**src/rtl/sec_tag_pkg.sv**
```systemverilog
// Package: shared helpers for the security-tagged tag lookup.
// Assumes: a non-secure value of 1 means the non-secure address space.
package sec_tag_pkg;

    // Effective non-secure bit: the normal world can only issue non-secure accesses.
    function automatic logic eff_ns(input logic world_secure, input logic ns_attr);
        return (!world_secure) | ns_attr;
    endfunction

endpackage

```
**src/rtl/sec_tag_way.sv**
```systemverilog
// Module: one way of the tag store. It holds valid, non-secure and tag per set,
// and compares one lookup against the indexed set.
// Assumes: clear takes priority over write; a lookup sees contents from before the edge.
module sec_tag_way #(
    parameter int SETS  = 8,
    parameter int SET_W = 3,
    parameter int TAG_W = 25
) (
    input  logic             clk,
    input  logic             rst_n,
    input  logic             clr,
    input  logic [SET_W-1:0] lk_set,
    input  logic [TAG_W-1:0] lk_tag,
    input  logic             lk_ns,
    input  logic             wr_en,
    input  logic [SET_W-1:0] wr_set,
    input  logic [TAG_W-1:0] wr_tag,
    input  logic             wr_ns,
    output logic             match
);

    logic [SETS-1:0]  valid_q;
    logic [SETS-1:0]  ns_q;
    logic [TAG_W-1:0] tag_q [SETS];

    // Valid bits: cleared by reset or clear, set by a write.
    always_ff @(posedge clk) begin
        if (!rst_n)
            valid_q <= '0;
        else if (clr)
            valid_q <= '0;
        else if (wr_en)
            valid_q[wr_set] <= 1'b1;
    end

    // Tag and security bit storage, written on allocate.
    always_ff @(posedge clk) begin
        if (wr_en && !clr) begin
            tag_q[wr_set] <= wr_tag;
            ns_q[wr_set]  <= wr_ns;
        end
    end

    // Compare: a valid line with the same tag and the same security bit.
    always_comb begin
        match = valid_q[lk_set] && (tag_q[lk_set] == lk_tag) && (ns_q[lk_set] == lk_ns);
    end

    // The clear empties the whole way at the next edge.
    assert_clear_empties_R9: assert property (@(posedge clk) disable iff (!rst_n)
        clr |=> ($countones(valid_q) == 0));

    // A write without a clear leaves the written line valid.
    assert_write_sets_valid_R7: assert property (@(posedge clk) disable iff (!rst_n)
        (wr_en && !clr) |=> valid_q[$past(wr_set)]);

endmodule

```
**src/rtl/sec_tag_victim.sv**
```systemverilog
// Module: per-set victim choice. With two ways it keeps one round-robin bit per
// set that toggles on each allocate to that set; with one way the victim is always 0.
// Assumes: WAYS is 1 or 2.
module sec_tag_victim #(
    parameter int SETS  = 8,
    parameter int SET_W = 3,
    parameter int WAYS  = 2,
    parameter int WAY_W = 1
) (
    input  logic             clk,
    input  logic             rst_n,
    input  logic             adv,
    input  logic [SET_W-1:0] adv_set,
    output logic [WAY_W-1:0] victim
);

    generate
        if (WAYS == 2) begin : g_rr
            logic [SETS-1:0] rr_q;

            // Round-robin pointers: reset to way 0, toggle on allocate.
            always_ff @(posedge clk) begin
                if (!rst_n)
                    rr_q <= '0;
                else if (adv)
                    rr_q[adv_set] <= ~rr_q[adv_set];
            end

            // Victim for the set being allocated.
            always_comb begin
                victim = WAY_W'(rr_q[adv_set]);
            end

            // An allocate moves that set's pointer to the other way.
            assert_rr_toggles_R8: assert property (@(posedge clk) disable iff (!rst_n)
                adv |=> (rr_q[$past(adv_set)] != $past(rr_q[adv_set])));

            // Without an allocate no pointer moves.
            assert_rr_holds_R8: assert property (@(posedge clk) disable iff (!rst_n)
                !adv |=> $stable(rr_q));
        end else begin : g_single
            // Direct-mapped: only one way to choose.
            always_comb begin
                victim = '0;
            end
        end
    endgenerate

endmodule

```
**src/rtl/sec_tag_lookup.sv**
```systemverilog
// Module: top of the security-tagged tag lookup. It derives the effective
// non-secure bit, compares it with every way, registers hit/miss/hit_way and
// steers allocates from the last captured request into the victim way.
// Assumes: alloc_valid follows a reported miss before the next request;
// invalidate_all beats a simultaneous allocate.
module sec_tag_lookup
    import sec_tag_pkg::*;
#(
    parameter int ADDR_W = 32,
    parameter int OFF_W  = 4,
    parameter int SET_W  = 3,
    parameter int WAYS   = 2
) (
    input  logic              clk,
    input  logic              rst_n,
    input  logic              req_valid,
    input  logic [ADDR_W-1:0] req_addr,
    input  logic              req_ns_attr,
    input  logic              req_world_secure,
    input  logic              alloc_valid,
    input  logic              invalidate_all,
    output logic              hit,
    output logic              miss,
    output logic [((WAYS > 1) ? $clog2(WAYS) : 1)-1:0] hit_way
);

    localparam int SETS  = 1 << SET_W;
    localparam int TAG_W = ADDR_W - OFF_W - SET_W;
    localparam int WAY_W = (WAYS > 1) ? $clog2(WAYS) : 1;

    logic [SET_W-1:0] lk_set;
    logic [TAG_W-1:0] lk_tag;
    logic             lk_ns;
    logic [WAYS-1:0]  way_match;
    logic             any_hit;
    logic [WAY_W-1:0] sel_way;

    logic [SET_W-1:0] cap_set_q;
    logic [TAG_W-1:0] cap_tag_q;
    logic             cap_ns_q;

    logic             alloc_go;
    logic [WAY_W-1:0] victim;

    // Split the request address and resolve its effective security bit.
    always_comb begin
        lk_set = req_addr[OFF_W +: SET_W];
        lk_tag = req_addr[ADDR_W-1 -: TAG_W];
        lk_ns  = eff_ns(req_world_secure, req_ns_attr);
    end

    // An allocate is carried out only when no invalidate competes with it.
    always_comb begin
        alloc_go = alloc_valid && !invalidate_all;
    end

    generate
        for (genvar w = 0; w < WAYS; w++) begin : g_way
            sec_tag_way #(
                .SETS  (SETS),
                .SET_W (SET_W),
                .TAG_W (TAG_W)
            ) way_i (
                .clk    (clk),
                .rst_n  (rst_n),
                .clr    (invalidate_all),
                .lk_set (lk_set),
                .lk_tag (lk_tag),
                .lk_ns  (lk_ns),
                .wr_en  (alloc_go && (victim == WAY_W'(w))),
                .wr_set (cap_set_q),
                .wr_tag (cap_tag_q),
                .wr_ns  (cap_ns_q),
                .match  (way_match[w])
            );
        end
    endgenerate

    sec_tag_victim #(
        .SETS  (SETS),
        .SET_W (SET_W),
        .WAYS  (WAYS),
        .WAY_W (WAY_W)
    ) victim_i (
        .clk     (clk),
        .rst_n   (rst_n),
        .adv     (alloc_go),
        .adv_set (cap_set_q),
        .victim  (victim)
    );

    // Pick the lowest-numbered matching way.
    always_comb begin
        any_hit = 1'b0;
        sel_way = '0;
        for (int w = 0; w < WAYS; w++) begin
            if (!any_hit && way_match[w]) begin
                any_hit = 1'b1;
                sel_way = WAY_W'(w);
            end
        end
    end

    // Register the lookup result for one cycle.
    always_ff @(posedge clk) begin
        if (!rst_n) begin
            hit     <= 1'b0;
            miss    <= 1'b0;
            hit_way <= '0;
        end else begin
            hit     <= req_valid && any_hit;
            miss    <= req_valid && !any_hit;
            hit_way <= (req_valid && any_hit) ? sel_way : '0;
        end
    end

    // Capture the last request so a later allocate knows what to write.
    always_ff @(posedge clk) begin
        if (!rst_n) begin
            cap_set_q <= '0;
            cap_tag_q <= '0;
            cap_ns_q  <= 1'b0;
        end else if (req_valid) begin
            cap_set_q <= lk_set;
            cap_tag_q <= lk_tag;
            cap_ns_q  <= lk_ns;
        end
    end

    // Every request gets exactly one answer in the next cycle.
    assert_one_answer_R2: assert property (@(posedge clk) disable iff (!rst_n)
        req_valid |=> (hit ^ miss));

    // No request means no answer.
    assert_quiet_when_idle_R2: assert property (@(posedge clk) disable iff (!rst_n)
        !req_valid |=> (!hit && !miss));

    // Normal-world requests are recorded as non-secure.
    assert_normal_is_ns_R4: assert property (@(posedge clk) disable iff (!rst_n)
        (req_valid && !req_world_secure) |=> cap_ns_q);

    // The way number is zero unless there is a hit.
    assert_way_zero_on_miss_R3: assert property (@(posedge clk) disable iff (!rst_n)
        !hit |-> (hit_way == '0));

endmodule

```
**config.mk**
```make
export PLATFORM = sky130hd
export DESIGN_NAME = sec_tag_lookup
export DESIGN_NICKNAME = d
export VERILOG_FILES = /design/src/rtl/sec_tag_pkg.sv /design/src/rtl/sec_tag_way.sv /design/src/rtl/sec_tag_victim.sv /design/src/rtl/sec_tag_lookup.sv
export SDC_FILE = /design/constraint.sdc
export NUM_CORES = 1
export LEC_CHECK = 0
export ABC_AREA = 1
export BUFFER_PORTS_ARGS = -buffer_cell sky130_fd_sc_hd__buf_2
export CAP_MARGIN = 20
export CORE_MARGIN = 3
export CORE_UTILIZATION = 40
export CTS_CLUSTER_SIZE = 20
export DETAILED_ROUTE_END_ITERATION = 10
export HOLD_SLACK_MARGIN = 0.06
export SLEW_MARGIN = 10
export SYNTH_ARGS = -nofsm -noshare
export SYNTH_HDL_FRONTEND = slang
export SYNTH_SLANG_ARGS = --single-unit
export TNS_END_PERCENT = 10
```
**constraint.sdc**
```tcl
create_clock -name clk -period 4.8 [get_ports clk]
set_input_delay 0.48 -clock clk [delete_from_list [all_inputs] [get_ports clk]]
set_output_delay 0.48 -clock clk [all_outputs]
set_load 0.02 [all_outputs]
```
* After elaboration in Yosys (flattened, before gate mapping)
Memory sizes are Yosys's and may differ from the RTL's.
Index checks and enable logic that the tools add are counted.
** Cells by class
- Bitwise logic cells :: 5
- Reductions and logical operators :: 19
- $lt $le $gt $ge :: 3
- Equal/unequal tests :: 4
- Muxes and demuxes :: 22
** Operators by type and width (count)
- 25-bit equality test :: 2
- 8-bit bitwise mux :: 3
- 8-bit bitwise OR :: 2
- 1-bit binary-select mux with 3-bit select :: 5
- 1-bit logical AND :: 13
- 1-bit two-way mux :: 13
- 3-bit by 4-bit < comparator with 1-bit output, second input constant :: 2
- 1-bit zero test :: 4
- 1-bit demux with 3-bit select :: 1
- 3-bit by 1-bit >= comparator with 1-bit output, second input constant :: 1
- 1-bit equality test :: 2
- 1-bit inverter :: 2
- 2-bit AND reduction :: 1
- 2-bit OR reduction :: 1
- 1-bit bitwise OR :: 1
** Word-level totals
- Register bits after elaboration :: 72
- Memories kept :: 2
- Input port bits :: 39
- Memory bits (writable) :: 400
- Output and inout bits :: 3
** Memory list
- g_way[0].way_i.tag_q :: depth 8, bits a word 25, read ports 1, clocked after memory_dff 0, wr ports 1, line sec_tag_way.sv:24 : logic [TAG_W-1:0] tag_q [SETS];
- g_way[1].way_i.tag_q :: depth 8, bits a word 25, read ports 1, clocked after memory_dff 0, wr ports 1, line sec_tag_way.sv:24

* Longest topological paths before layout
Gate-level depths: netlist (run 1).
- Word-level depth :: 10
- Mapped depth :: 18
- Gate-level depth less buffers :: 16

* By module
From an unflattened synthesis (run 1), not the netlist that was laid out.
** Second synthesis, totals
- Cell total of the unflattened synthesis :: 2240
- Area total of the unflattened synthesis :: 21072.7 um2
** Modules (own cells, without submodules)
- sec_tag_way :: instances 2, cells each 1008, area each 9724.3 um2, seq. area each 6406.1 um2
- sec_tag_lookup :: instances 1, cells each 140, area each 1152.4 um2, seq. area each 640.6 um2
- sec_tag_victim :: instances 1, cells each 84, area each 471.7 um2, seq. area each 160.2 um2

* Least setup slack after synthesis (run 1)
OpenSTA, ideal clock, no wires.
- Kind :: reg-to-reg
- Start point :: reg cap_set_q[0]
- End point :: reg g_way[1].way_i.ns_q[0] (enable)
- Path slack :: 2.124 ns
- Cell stages (with the launch flop) :: 10
- Setup time :: 0.412 ns
- Required time :: 4.388 ns
- Clock period less this slack :: 2.676 ns
- Data arrival time :: 2.265 ns
- Buffers on the path :: 1
- Cells stage by stage :: dfxtp_1 buf_2 nand2_1 o21ai_0 nand2_1 nand2_1 nand2_1 nand2_1 inv_2 nor2_1
** Between the ends
- Word-level cells in the longest chain between the ends :: 4
** RTL lines
- from (decl) :: line sec_tag_lookup.sv:38 : logic [SET_W-1:0] cap_set_q;
- from (signal assigned) :: line sec_tag_lookup.sv:124 : cap_set_q <= lk_set;
- 1-bit binary-select mux with 3-bit select :: line sec_tag_victim.sv:31 : victim = WAY_W'(rr_q[adv_set]);
- 1-bit two-way mux (not written as such) :: line sec_tag_victim.sv:31
- 1-bit logical AND :: line sec_tag_lookup.sv:70 : .wr_en (alloc_go && (victim == WAY_W'(w))),
- 1-bit logical AND :: line sec_tag_way.sv:38 : if (wr_en && !clr) begin
- to (signal, indexed assignment) :: line sec_tag_way.sv:40 : ns_q[wr_set] <= wr_ns;
- to (decl) :: line sec_tag_way.sv:23 : logic [SETS-1:0] ns_q;
No other way between the ends. The select of a mux whose other input is x is not followed.
A chain may end at the register's enable or synchronous reset.

* Worst setup path after layout (run 1)
- Start point :: reg cap_set_q[0]
- End point :: mem g_way[1].way_i.tag_q[0][9] (enable)
** Between the ends
- Word-level cells in the longest chain between the ends :: 6
** RTL lines
- 1-bit binary-select mux with 3-bit select :: line sec_tag_victim.sv:31
- 1-bit two-way mux (not written as such) :: line sec_tag_victim.sv:31
- 1-bit logical AND :: line sec_tag_lookup.sv:70
- 1-bit logical AND :: line sec_tag_way.sv:38
- 1-bit two-way mux :: line sec_tag_way.sv:38
- 1-bit two-way mux (not written as such) :: line sec_tag_way.sv:39 : tag_q[wr_set] <= wr_tag;
- to (decl) :: line sec_tag_way.sv:24
Parallel ways exist; a longest one is shown, timed or not. The select of a mux whose other input is x is not followed.

==> metrics.yaml, run 1 <==
status: "completed"
finClkSkew_ns: 0.0138
cts_buffer_depth: 3
first_iter_violations: 1291
nFillCells: 4762
min_path_type: "input port to flop"
gr-usage-all-layers_pct: 20.0
ys_seq_elements: 472
max_slew_margin_pct: 24.7
cts_sinks: 472
yosys.area_share.simple_pct: 23.7
reg2reg_from: "cap_set_q[0]"
ir_drop_v: 0.000262
multi_input_area_um2: 5650
r2r_setup_slack_ns: 1.43
worstPathArrival_ns: 3.59
initial_core_util_pct: 40.7
fp-row-count: 83
r2r_cells: 9
m1WireLength_um: 24700
seqCellArea_um2: 13600
power.density_nw_per_um2: 380
yosysTopAreaCell: "edfxtp_1"
worst_slew_pin_slew_ns: 1.13
numPortBuffers: 37
drc_errors: 0
hold_buffers: 0
clock_latency_ns: 0.58
muxShareOfSynthArea_pct: 0
dr.pass1.iters: 5
syn_area_per_cell_um2: 9.44
slew_violations: 0
rsz0062_at_grt: "false"
final_area_um2: 23400
finalSetupViolations: 0
grt_max_degree: 106
max_cap_violations: 0
finalNetCount: 2289
ys_types: 23
coreArea_um2: 51600
hold_viol: 0
holdPathEnd: "cap_tag_q[14]"
final_cell_mix: "nand2_1, edfxtp_1, inv_1"
root_buffer: "clkbuf_16"
synth_xor_area_share_pct: 0
worst_path_most_repeated_cell: "nand2_1"
synthAdderAreaFrac_pct: 0
postCtsSetupRepairBufs: 0
antenna_found_initial: 1
grt.overflow.total: 0
fin_setup_tns_ns: 0
first_global_vias: 14000
cts_inserted_buffers: 48
synth-compound-area-share_pct: 2.62
die_w_um: 235
grt_pass1_wl_um: 84400
io_pins: 42
r2r_end: "g_way[1].way_i.tag_q[0][9]"
cts_resized: 0
cts_max_level: 2
cts_tree: "yes"
dieArea_um2: 55400
route.met2.wl_um: 25900
synth_top_area_share_pct: 59.4
syn-cell-area_um2: 21000
crit_path_end_kind: "flop"
top_layer: "met4"
wl_met3_um: 3630
critPathKind: "flop to flop"
dr_total_vias: 14900
synth_top_family_by_area: "simple AND/OR/NAND/NOR gates"
p_leak_nw: 10.1
dpl_cell_area_um2: 21900
cts.clk_slew.worst_paths_ns: 0.06
cp_cell_sequence: "nand2_1, o21ai_0, nand2_1, nand2_1, nand2_1, nand2_1, inv_2, nor2_4, buf_4"
pre_cts_ws_ns: 1.49
drive_gt1_share_pct: 6.78
cp-start-kind: "flop"
syn_inst: 2228
max_freq_mhz: 297
syn2layout_area_growth_pct: 11.4
slowest_delay_ns: 0.62
antenna_left: 0
syn_nets: 2267
wl_um: 56100
timing.hold.ws_ns: 0.233
min_period_ns: 3.37
slowest_stage: "nor2_4"
mostFrequentLayoutCell: "nand2_1"
period_share_pct: 70.2
place_hpwl_um: 33500
viasPerCell: 5.02
routabilityCongestion: 0.928
wl_per_cell_um: 18.9
critical_path_peak_fanout: 16
dieHeight_um: 235
synth_area_leaders: "edfxtp_1, nand2_1, nand3_1, inv_1, dfxtp_1"
critical_path_required_ns: 5.03
final.setup.worst_slack_ns: 1.43
ys_seq_area_share_pct: 64.7
hold_depth: 3
ys_warn_count: 0
hp-start: "req_addr[21]"
[metrics by stage]
step	std cells	total power, mW	utilization, %
final	2967	8.91	45.4
after global routing	2967	9.20	45.4
after CTS	2966	8.95	45.4
after detailed placement	2880	5.30	42.4
after global placement	2879	5.29	42.4
after floorplan	2228	5.08	-
[critical path: cells and delay by family, from the launching register on]
kind	cells	cell delay [ns]
AO/OA/AOI/OAI	1	0.09
buffers and inverters	2	0.83
flip-flops	1	0.59
AND/OR/NAND/NOR	6	1.49
[final cells by class]
| cell class | instances | area share [%] |
|---|---|---|
| sequential | 472 | 58.1 |
| tap | 680 | 3.63 |
| multi-input combinational | 1317 | 24.1 |
| clock inverter | 22 | 0.945 |
| clock buffer | 64 | 5.60 |
| timing repair buffer | 67 | 2.09 |
| antenna | 1 | 0.0107 |
| inverter | 344 | 5.54 |
[routing by layer]
layer	GRT usage, %	up-vias
met4	7.21	0
met2	32.1	443
li1	-	7222
met1	27.3	7127
met5	0	-
met3	3.73	115
[registers in the layout, summed over array words and instances, names as in the netlist]
signal and count:
cap_set_q 3, hit_way 1, victim_i.g_rr.rr_q 8, miss 1, g_way.way_i.tag_q 400, cap_ns_q 1
cap_tag_q 25, hit 1, g_way.way_i.valid_q 16, g_way.way_i.ns_q 16
[synthesized netlist by cell type (all sizes together)]
| cell | n |
|---|---|
| nand2 | 751 |
| edfxtp | 416 |
| inv | 344 |
| nand3 | 302 |
| nor2 | 144 |
| buf | 73 |
| dfxtp | 56 |
| o21ai | 54 |
| a21oi | 39 |
| clkbuf | 22 |
| nand4 | 16 |
| a211oi | 4 |
| o21ba | 4 |
| nor3 | 1 |
| o211ai | 1 |
| o21bai | 1 |
[how the worst max path moves through the flow]
stage / startpoint / to / slack [ns] / cells after the start
2_1_floorplan: cap_set_q[0] / g_way[1].way_i.ns_q[0] / 2.12 / 9
3_3_place_gp: cap_set_q[0] / g_way[1].way_i.tag_q[0][19] / 1.51 / 9
3_5_place_dp: cap_set_q[0] / g_way[1].way_i.tag_q[0][19] / 1.49 / 9
4_1_cts: cap_set_q[0] / g_way[1].way_i.tag_q[0][9] / 1.45 / 9
5_1_grt: cap_set_q[0] / g_way[1].way_i.tag_q[0][15] / 1.28 / 9
6_report: cap_set_q[0] / g_way[1].way_i.tag_q[0][9] / 1.43 / 9
[power breakdown]
group	switching (mW)	internal (mW)
registers	0.0714	4.53
clock network	1.51	2.18
logic	0.450	0.165
total	2.04	6.87
[cell families (layout without fill, tap and decap cells)]
group | after synthesis | count (layout)
AO/OA/AOI/OAI | 103 | 103
buffers and inverters | 439 | 497
flip-flops | 472 | 472
other | 0 | 1
AND/OR/NAND/NOR | 1214 | 1214
Note: power is estimated with default switching activity, not from simulation.
==> run 2: changes to the inputs <==
--- a/config.mk
+++ b/config.mk
@@ -5,7 +5,7 @@
 export SDC_FILE = /design/constraint.sdc
 export NUM_CORES = 1
 export LEC_CHECK = 0
-export ABC_AREA = 1
+export ABC_AREA = 0
 export BUFFER_PORTS_ARGS = -buffer_cell sky130_fd_sc_hd__buf_2
 export CAP_MARGIN = 20
 export CORE_MARGIN = 3
==> constraint.sdc (replaced) <==
create_clock -name clk -period 2.7 [get_ports clk]
set_input_delay 0.27 -clock clk [delete_from_list [all_inputs] [get_ports clk]]
set_output_delay 0.27 -clock clk [all_outputs]
set_load 0.02 [all_outputs]
==> run 2 against run 1 <==
Against the previous run:
- clock power up 76%
- flip-flop and latch count is the same
- largest cell class unchanged
- design area down 5.2%
- global-route usage fell by 1.6 points
==> metrics.yaml, run 2 <==
status: "completed"
cts_max_level: 2
final_cell_mix: "edfxtp_1, mux2i_1, buf_4"
hold_buffers: 21
dr.pass1.iters: 5
place_hpwl_um: 27100
ys_seq_area_share_pct: 73.0
multi_input_area_um2: 4840
slowest_stage: "nor4_2"
syn_inst: 1042
wl_um: 45000
grt_pass1_wl_um: 67100
rsz0062_at_grt: "false"
hold_viol: 0
dieArea_um2: 49200
max_cap_violations: 0
min_period_ns: 2.46
cts.clk_slew.worst_paths_ns: 0.06
cts_inserted_buffers: 49
io_pins: 42
max_freq_mhz: 407
syn_area_per_cell_um2: 17.9
hp-start: "req_addr[24]"
period_share_pct: 91.1
cp_cell_sequence: "mux4_2, mux2i_1, xor2_1, o2111ai_1, nor4_2, a31oi_1, and2_1"
root_buffer: "clkbuf_16"
cts_buffer_depth: 3
slowest_delay_ns: 0.49
initial_core_util_pct: 40.8
async_flop_share_pct: 0
drive_gt1_share_pct: 23.0
critPathKind: "flop to flop"
mostFrequentLayoutCell: "edfxtp_1"
finClkSkew_ns: 0.0121
critPathLaunch: "g_way[0].way_i.tag_q[4][9]"
hold_depth: 3
reg2reg_from: "g_way[0].way_i.tag_q[4][9]"
drc_errors: 0
timing.hold.ws_ns: 0.0848
final.setup.worst_slack_ns: 0.241
final_area_um2: 22200
synth_flop_cell: "edfxtp_1"
largest_register_ffs: 400
synth_edf_count: 416
layout.cells.non_filler: 1838
synthTopCellsByCount: "edfxtp_1, mux2i_1, mux4_2, dfxtp_1, nor2_1"
ys_warn_count: 0
critical_path_required_ns: 3.17
dr_total_vias: 9971
slew_violations: 0
power.density_nw_per_um2: 701
regMostFlops: "g_way.way_i.tag_q"
worstPathArrival_ns: 2.93
finalNetCount: 1237
ir_drop_v: 0.000513
routabilityCongestion: 0.786
synth_top_area_share_pct: 67.0
dpl_cell_area_um2: 20500
grt_max_degree: 28
viasPerCell: 5.42
numPortBuffers: 37
seqCellArea_um2: 13600
postCtsSetupRepairBufs: 0
placed_cells: 1726
first_global_vias: 10300
max_slew_margin_pct: 60.3
p_leak_nw: 7.52
cts_resized: 0
syn_nets: 1081
dieHeight_um: 222
first_iter_violations: 886
fin_setup_tns_ns: 0
coreArea_um2: 45700
grt.overflow.total: 0
gr-usage-all-layers_pct: 18.4
finalSetupViolations: 0
fp-row-count: 78
min_path_type: "input port to flop"
n_antenna_cell: 0
yosysTopAreaCell: "edfxtp_1"
clock_latency_ns: 0.57
wl_per_cell_um: 24.5
critical_path_peak_fanout: 2
ys_types: 47
pre_cts_ws_ns: -0.123
cts_sinks: 472
die_w_um: 222
ys_seq_elements: 472
antenna_found_initial: 0
syn2layout_area_growth_pct: 19.1
cp-start-kind: "flop"
synth_area_leaders: "edfxtp_1, mux4_2, mux2i_1, dfxtp_1, nor2b_1"
cts_tree: "yes"
worst_slew_pin_slew_ns: 0.594
nFillCells: 3810
crit_path_end_kind: "flop"
syn-cell-area_um2: 18600
largestRegisters: "g_way.way_i.tag_q x400, cap_tag_q x25"
synth.most_common_cell: "edfxtp_1"
antenna_left: 0
r2r_cells: 7
## run 2: worst max-delay path: cells and delay by family (launching register included)
| kind | cells | cell delay, ns |
|---|---|---|
| AOI/OAI and AO/OA | 2 | 0.42 |
| xor gates and xnor gates | 1 | 0.25 |
| DFF | 1 | 0.36 |
| muxes | 2 | 0.64 |
| and+or+nand+nor | 2 | 0.68 |
## run 2: final timing paths
kind / to / slack [ns]
hold / removal: cap_tag_q[17] / 0.08
setup / recovery: miss / 0.24
setup reg to reg: miss / 0.24
hold reg to reg: g_way[0].way_i.valid_q[6] / 0.47
## run 2: logic make-up after synthesis
kind of cell / Yosys count / share of synthesized area (%)
xor gates and xnor gates: 33 / 1.55
muxes: 205 / 15.2
and+or+nand+nor: 190 / 5.21
buffers and inverters: 55 / 1.72
DFF: 472 / 73.0
AOI/OAI and AO/OA: 87 / 3.33
## run 2: final cells by class
| cell class | instances | share of cell area (%) |
|---|---|---|
| Clock inverter | 28 | 0.879 |
| Multi-Input combinational cell | 515 | 21.8 |
| Tap cell | 600 | 3.38 |
| Inverter | 5 | 0.0845 |
| Clock buffer | 63 | 6.08 |
| Timing Repair Buffer | 155 | 6.48 |
| Sequential cell | 472 | 61.3 |
## run 2: report_power, final
group	internal, mW	switching (mW)	total [mW]
Sequential	8.04	0.116	8.16
Combinational	0.409	0.503	0.912
Clock	3.79	2.70	6.49
Total	12.2	3.32	15.6
## run 2: through the flow
step	util (%)	total power [mW]
after floorplan	-	8.80
after global placement	44.8	9.19
after detailed placement	44.8	9.21
after CTS	48.6	15.7
after global routing	48.6	16.1
final	48.6	15.6
## run 2: layer usage
layer  global-route usage (%)  part of all wire [%]
met1                     26.4                    45
met2                     29.2                    47
met3                     3.24                   5.9
met4                     5.20                   2.2
met5                        0                     0
==> run 3: changes to the inputs <==
==> constraint.sdc (replaced) <==
create_clock -name clk -period 2.2 [get_ports clk]
set_input_delay 0.22 -clock clk [delete_from_list [all_inputs] [get_ports clk]]
set_output_delay 0.22 -clock clk [all_outputs]
set_load 0.02 [all_outputs]
==> run 3 against run 2 <==
Against the previous run:
- the run now ends with setup timing left
- routed wire length grew 1.7%
- global-route usage increased by 0.15 points
- count of clock-buffer cells in the layout up 6
- register-to-register slack lost 0.39 ns
- non-clock buffer count grew 33
- combinational power rose by 32%
- largest power group unchanged
- highest routed layer unchanged
==> metrics.yaml, run 3 (synthesis results as in run 2) <==
timing.hold.ws_ns: 0.128
dieHeight_um: 222
violations: "setup timing"
finClkSkew_ns: 0.0187
final_cell_mix: "edfxtp_1, mux2i_1, buf_4"
slew_violations: 0
syn2layout_area_growth_pct: 22.0
grt_max_degree: 32
slowest_stage: "mux4_2"
p_leak_nw: 7.76
first_iter_violations: 844
final_core_util_pct: 49.8
max_cap_violations: 0
gr-usage-all-layers_pct: 18.6
use_met2_pct: 30.5
final.setup.worst_slack_ns: -0.147
postCtsSetupRepairBufs: 0
largest_register_ffs: 400
rsz0062_at_grt: "true"
critical_path_required_ns: 2.68
p_sw_mw: 4.07
grt_pass1_wl_um: 67700
crit_path_end_kind: "flop"
hp-start: "req_ns_attr"
max_slew_margin_pct: 60.5
cp-start-kind: "flop"
slowest_delay_ns: 0.48
critPathLaunch: "g_way[1].way_i.tag_q[6][20]"
seqCellArea_um2: 13600
seq_power_share_pct: 52.0
intPower_mw: 15.2
busiest_layer: "met2"
period_share_pct: 107
cts_buffer_depth: 3
root_buffer: "clkbuf_16"
cts_sinks: 472
antenna_left: 0
first_global_vias: 10200
dieArea_um2: 49200
drive_gt1_share_pct: 25.8
cts_max_level: 2
dpl_cell_area_um2: 20900
wl_um: 45800
largestRegisters: "g_way.way_i.tag_q x400, cap_tag_q x25"
n_antenna_cell: 0
fin_setup_tns_ns: -0.308
p_comb_share_pct: 6.2
cts_tree: "yes"
finalSetupViolations: 3
max_freq_mhz: 426
wl_per_cell_um: 24.5
min_path_type: "input port to flop"
worst_path_most_repeated_cell: "nand4_1"
finalNetCount: 1269
mostFrequentLayoutCell: "edfxtp_1"
die_w_um: 222
cp_num_buf_inv: 0
cts_inserted_buffers: 48
worst_slew_pin_slew_ns: 0.591
routabilityCongestion: 0.838
regMostFlops: "g_way.way_i.tag_q"
cp_cell_sequence: "mux4_2, mux2i_2, xnor2_1, nand4_1, nor4_1, nand4_1, and2_1"
coreArea_um2: 45700
worstPathArrival_ns: 2.82
drc_errors: 0
initial_core_util_pct: 40.8
cts.clk_slew.worst_paths_ns: 0.06
io_pins: 42
grt.overflow.total: 0
final_area_um2: 22700
cp_top_family: "simple AND/OR/NAND/NOR gates"
critical_path_peak_fanout: 3
p_sw_share_pct: 21.1
power_frac_clock_pct: 41.8
hold_viol: 0
power.density_nw_per_um2: 847
dr_total_vias: 10100
critPathKind: "flop to flop"
numPortBuffers: 37
ir_drop_v: 0.000515
viasPerCell: 5.38
reg2reg_from: "g_way[1].way_i.tag_q[6][20]"
clock_latency_ns: 0.58
antenna_found_initial: 0
fp-row-count: 78
use_met3_pct: 2.67
status: "finished, violations left"
place_hpwl_um: 29600
multi_input_area_um2: 4920
r2r_setup_slack_ns: -0.15
min_period_ns: 2.35
use_met1_pct: 25.8
dr.pass1.iters: 5
nFillCells: 3774
[run 3: changes by cell type in the layout (fill, tap and decap cells not counted), moves of 4 or more]
cell	change
clkbuf_1	+6
dlygate4sd3_1	+4
buf_12	+14
clkinv_1	-12
buf_4	+15
[run 3: power by group through the flow]
stage,combinational (mW),clock [mW],sequential (mW)
after floorplan,0.678,0,10.1
after global placement,1.15,0,10.2
after detailed placement,1.15,0,10.2
after CTS,1.20,8.24,10.0
after global routing,1.28,8.59,10.0
final,1.20,8.06,10.0
[run 3: metal layers]
layer,vias up,share of wire [%]
met1,5170,43
met4,0,2.7
met3,79,5.4
met2,308,49
met5,-,0
li1,4504,-
[run 3: final timing paths]
path,end,cells after the start
worst max-delay path,miss,7
worst min-delay path,cap_ns_q,5
worst max register to register,miss,7
worst min register to register,g_way[1].way_i.valid_q[7],2
[run 3: final cells by class]
cell class	instances	share of cell area, %
inverter	5	0.0825
multi-input combinational	515	21.6
clock buffer	69	5.99
tap	600	3.30
timing repair buffer	188	8.23
clock inverter	21	0.897
sequential	472	59.9
[run 3: repair_timing]
action                                  4_1_cts  5_1_grt
hold buffers                                 25        0
gates resized for setup                       2        8
endpoints found under the hold margin        25        0
endpoints found under the setup margin        3        3
pin swaps                                     4        4
[run 3: metrics by stage]
stage	setup WS (ns)	std cells	total power [mW]
finish	-0.147	1870	19.3
global placement	-0.630	1755	11.3
detailed placement	-0.593	1755	11.4
global route	-0.193	1870	19.9
floorplan	0.0187	1042	10.8
CTS	-0.157	1870	19.5
[run 3: worst min-delay path, cell delays in order]
cell,delay (ns)
buf_2,0.08
nor2b_1,0.03
buf_4,0.15
nand2_1,0.06
o211a_1,0.12
